### config.mk
export PLATFORM = sky130hd
export DESIGN_NAME = hdr_align_lock
export DESIGN_NICKNAME = d
export VERILOG_FILES = /design/src/rtl/hdr_align_pkg.sv /design/src/rtl/hdr_align_cnt.sv /design/src/rtl/hdr_align_ctrl.sv /design/src/rtl/hdr_align_lock.sv
export SDC_FILE = /design/constraint.sdc
export NUM_CORES = 1
export LEC_CHECK = 0
export BUFFER_PORTS_ARGS = -buffer_cell sky130_fd_sc_hd__buf_2
export CORE_UTILIZATION = 50
export CTS_CLUSTER_SIZE = 28
export DETAILED_ROUTE_END_ITERATION = 16
export PLACE_DENSITY = 0.69
export SETUP_SLACK_MARGIN = 0.3
export SYNTH_ARGS = -nofsm -noshare
export SYNTH_HDL_FRONTEND = slang
export SYNTH_SLANG_ARGS = --single-unit
### constraint.sdc
create_clock -name clk_i -period 1.9 [get_ports clk_i]
set_input_delay 0.19 -clock clk_i [delete_from_list [all_inputs] [get_ports clk_i]]
set_output_delay 0.19 -clock clk_i [all_outputs]
set_load 0.05 [all_outputs]
### src/rtl/hdr_align_pkg.sv
`timescale 1ns/1ps
package hdr_align_pkg;

  typedef enum logic [1:0] {
    ST_INIT = 2'd0,
    ST_TEST = 2'd1,
    ST_SLIP = 2'd2
  } align_state_e;

  typedef struct packed {
    logic win_last;   // current header closes the window
    logic inv_last;   // one more bad header reaches the limit
    logic clean;      // no bad header so far in this window
  } cnt_flags_t;

endpackage

### src/rtl/hdr_align_cnt.sv
`timescale 1ns/1ps
module hdr_align_cnt
  import hdr_align_pkg::*;
#(
  parameter int WIN_HDRS  = 64,
  parameter int INV_LIMIT = 16
) (
  input  logic       clk_i,
  input  logic       rst_ni,
  input  logic       clr_i,
  input  logic       inc_i,
  input  logic       bad_i,
  output cnt_flags_t flags_o
);

  localparam int CW = (WIN_HDRS  > 2) ? $clog2(WIN_HDRS)  : 1;
  localparam int IW = (INV_LIMIT > 2) ? $clog2(INV_LIMIT) : 1;
  localparam logic [CW-1:0] WIN_TOP = CW'(WIN_HDRS - 1);
  localparam logic [IW-1:0] INV_TOP = IW'(INV_LIMIT - 1);

  logic [CW-1:0] hdr_q;
  logic [IW-1:0] inv_q;

  // clear wins over increment: the closing header is never stored
  always_ff @(posedge clk_i or negedge rst_ni) begin
    if (!rst_ni) begin
      hdr_q <= '0;
      inv_q <= '0;
    end else if (clr_i) begin
      hdr_q <= '0;
      inv_q <= '0;
    end else if (inc_i) begin
      hdr_q <= hdr_q + CW'(1);
      inv_q <= inv_q + IW'(bad_i);
    end
  end

  always_comb begin
    flags_o.win_last = (hdr_q == WIN_TOP);
    flags_o.inv_last = (inv_q == INV_TOP);
    flags_o.clean    = (inv_q == '0);
  end

endmodule

### src/rtl/hdr_align_ctrl.sv
`timescale 1ns/1ps
module hdr_align_ctrl
  import hdr_align_pkg::*;
(
  input  logic       clk_i,
  input  logic       rst_ni,
  input  logic       strobe_i,
  input  logic       valid_i,
  input  cnt_flags_t flags_i,
  output logic       cnt_clr_o,
  output logic       cnt_inc_o,
  output logic       lock_o,
  output logic       slip_o
);

  align_state_e state_q, state_d;
  logic         lock_q, lock_d;

  always_comb begin
    state_d   = state_q;
    lock_d    = lock_q;
    cnt_clr_o = 1'b0;
    cnt_inc_o = 1'b0;
    unique case (state_q)
      ST_INIT: begin
        cnt_clr_o = 1'b1;
        state_d   = ST_TEST;
      end
      ST_TEST: begin
        if (strobe_i) begin
          cnt_inc_o = 1'b1;
          if (valid_i) begin
            if (flags_i.win_last) begin
              cnt_clr_o = 1'b1;
              if (flags_i.clean) lock_d = 1'b1;
            end
          end else if (flags_i.inv_last || !lock_q) begin
            state_d   = ST_SLIP;
            lock_d    = 1'b0;
            cnt_clr_o = 1'b1;
          end else if (flags_i.win_last) begin
            cnt_clr_o = 1'b1;
          end
        end
      end
      ST_SLIP: state_d = ST_TEST;  // gearbox shifting; strobe ignored
      default: state_d = ST_INIT;
    endcase
  end

  always_ff @(posedge clk_i or negedge rst_ni) begin
    if (!rst_ni) begin
      state_q <= ST_INIT;
      lock_q  <= 1'b0;
    end else begin
      state_q <= state_d;
      lock_q  <= lock_d;
    end
  end

  assign lock_o = lock_q;
  assign slip_o = (state_q == ST_SLIP);

endmodule

### src/rtl/hdr_align_lock.sv
`timescale 1ns/1ps
module hdr_align_lock
  import hdr_align_pkg::*;
#(
  parameter int WIN_HDRS  = 64,
  parameter int INV_LIMIT = 16
) (
  input  logic clk_i,
  input  logic rst_ni,
  input  logic hdr_strobe_i,
  input  logic hdr_valid_i,
  output logic lock_o,
  output logic slip_o
);

  cnt_flags_t flags;
  logic       cnt_clr, cnt_inc;

  hdr_align_cnt #(
    .WIN_HDRS (WIN_HDRS),
    .INV_LIMIT(INV_LIMIT)
  ) u_cnt (
    .clk_i  (clk_i),
    .rst_ni (rst_ni),
    .clr_i  (cnt_clr),
    .inc_i  (cnt_inc),
    .bad_i  (~hdr_valid_i),
    .flags_o(flags)
  );

  hdr_align_ctrl u_ctrl (
    .clk_i    (clk_i),
    .rst_ni   (rst_ni),
    .strobe_i (hdr_strobe_i),
    .valid_i  (hdr_valid_i),
    .flags_i  (flags),
    .cnt_clr_o(cnt_clr),
    .cnt_inc_o(cnt_inc),
    .lock_o   (lock_o),
    .slip_o   (slip_o)
  );

endmodule

==> impl_metrics.json <==
{
  "dieHeight_um": 38.0,
  "area_delta_synth_final_pct": 11.6,
  "post_drt_via_cell_ratio": 5.36,
  "clock-sinks": 13,
  "port_buffers": 5,
  "core_mm2": 0.00116,
  "antenna_found_initial": 0,
  "fin_hold_ws_ps": 268,
  "drtIter0Drc": 5,
  "hold_viol": 0,
  "ir_worst_vdd_mv": 0.493,
  "postCtsSetupBuffers": 0,
  "dr.pass1.iters": 4,
  "hold_depth": 4,
  "grt_pass1_vias": 435,
  "gr-total-overflow": 0,
  "fp.dieW_um": 38.0,
  "topRoutingLayerUsed": "met4",
  "outcome": "finished clean",
  "htreeDepth": 1,
  "place.gp.congestion": 0.690,
  "maxCapViolations": 0,
  "max_freq_ghz": 0.670,
  "vias": 450,
  "postPlaceCellArea_um2": 686,
  "maxSlewViolCount": 0,
  "tritoncts": "yes",
  "worstHoldPathType": "input pin to register",
  "routed-wl-met3_um": 34,
  "cts_buffers": 3,
  "ctsResizeCount": 0,
  "worst_slew_pin_slew_ps": 438,
  "grt_max_degree": 14,
  "ios": 6,
  "fin_util_pct": 62.6,
  "syn_nets": 68,
  "dp_hpwl_um": 746,
  "fin_ws_ps": 408,
  "synth_warnings": 0,
  "rows": 12,
  "num_antenna_cells": 0,
  "grt_pass1_wl_mm": 1.88,
  "dr_wl_met2_um": 458,
  "grt.total_usage_pct": 19.0,
  "netlist_area_um2": 648,
  "fin_crit_ps": 1490,
  "clk_latency_ps": 280,
  "initial_core_util_pct": 56.1,
  "rsz0062_at_grt": "no",
  "ant_nets": 0,
  "critPathMaxFanout": 10,
  "worstPathArrival_ps": 1650,
  "nNetsFinal": 78,
  "critPathLaunchType": "register",
  "wl_per_cell_um": 12.4,
  "cellLeakagePower_nw": 0.368,
  "final_design_area_no_fill_um2": 723,
  "pwr_density_cell_mw_per_mm2": 819,
  "drcViolationCount": 0,
  "clock_path_buffers": 2,
  "synth_cell_types": 21,
  "end_kind": "register",
  "pre_cts_ws_ps": 414,
  "fin_skew_ps": 4.04,
  "synth_area_per_cell_um2": 10.6,
  "drive_gt1_share_pct": 14.3,
  "tns_ps": 0,
  "setup_violations": 0,
  "period_share_pct": 78.5,
  "crit_type": "register to register",
  "ff2ff_path_depth": 5,
  "yosysSeqAreaShare_pct": 50.2,
  "met1Wirelength_um": 536,
  "cts_root_buf": "clkbuf_4",
  "relSlewSlack_pct": 70.8,
  "die-area_mm2": 0.00144,
  "clk_pin_slew_worst_paths_ps": 80,
  "synth-seq-cells": 13,
  "crit_required_ps": 2060,
  "syn_inst": 61,
  "totalWireLength_mm": 1.04
}
## where the power goes
group / switching (mW) / internal, mW / total, mW / leakage, nW
combinational: 0.0524 / 0.0426 / 0.0951 / 0.175
clock: 0.0955 / 0.0781 / 0.174 / 0.0177
sequential: 0.0247 / 0.299 / 0.324 / 0.175
## layout make-up
class,count,area [um^2]
sequential,13,325
timing repair buffer,6,35.0
inverter,3,11.3
tap,14,17.5
clock buffer,3,22.5
clock inverter,1,5.00
multi-input combinational,44,307
fill,103,433
## layout by cell type, fill, tap and decap left out, types with 3 or more instances in the layout
| cell | n |
|---|---|
| nand2_1 | 3 |
| ha_1 | 3 |
| inv_1 | 3 |
| dfrtp_1 | 13 |
| xor2_1 | 6 |
| nor2_1 | 11 |
| nand4_1 | 4 |
| clkbuf_4 | 3 |
| mux2i_1 | 3 |
| buf_2 | 5 |
| o21ai_1 | 3 |
## through the flow
step	total power, mW	std cells
2_1_floorplan	0.395	61
3_3_place_gp	0.420	79
3_5_place_dp	0.424	79
4_1_cts	0.599	84
5_1_grt	0.626	84
6_report	0.592	84
## path summary, 6_finish.rpt
path / slack [ps] / to / from
max: 410 / u_cnt.hdr_q[4] / u_cnt.hdr_q[0]
min: 270 / u_ctrl.lock_o / hdr_valid_i
max reg2reg: 410 / u_cnt.hdr_q[4] / u_cnt.hdr_q[0]
min reg2reg: 550 / u_cnt.hdr_q[5] / u_cnt.hdr_q[5]
max in group asynchronous: 1360 / u_cnt.hdr_q[1] / rst_ni
min in group asynchronous: 310 / u_ctrl.state_q[0] / rst_ni
## registers in the layout, indices dropped and copies added, names as in the netlist
signal,cells
u_ctrl.state_q,2
u_ctrl.lock_o,1
u_cnt.hdr_q,6
u_cnt.inv_q,4
## layer usage
metal	GRT usage (%)	vias to the layer above
li1	-	226
met1	26.2	215
met2	29.3	7
met3	5.23	2
met4	5.36	0
met5	0	-
## kinds of logic after synthesis
logic type	share of synthesized area [%]
simple gates	20.5
fa+ha+maj	5.79
compound gates	6.95
xor+xnor	9.46
mux	4.63
buf+inv	2.51
flops	50.2
## cell usage after synthesis
cell type,n,share of area (%)
and3b_1,1,1.4
ha_1,3,5.8
a211o_1,1,1.4
mux2i_1,3,4.6
and3_1,1,0.97
nand2b_1,1,0.97
nand4_1,4,3.9
o21ai_1,3,2.3
and4_1,1,1.4
inv_1,3,1.7
buf_2,1,0.77
or3_1,1,0.97
nand3_1,1,0.77
a31oi_4,1,3.3
or4_1,1,1.2
xnor2_1,1,1.4
xor2_1,6,8.1
nor2_1,11,6.4
nand2_1,3,1.7
nor2b_1,1,0.97
dfrtp_1,13,50
## worst max-delay path: stages, from the launching register on
cell and delay (ps):
dfrtp_1 400, ha_1 210, and4_1 180, nand3_1 140, a31oi_4 360, nor2_1 90
## timing repair
action                                  in CTS  in global routing
hold buffers                                 1                  0
hold endpoints to repair                    13                  0
endpoints found under the setup margin       0                  0
Note: power is estimated with default switching activity, not from simulation.
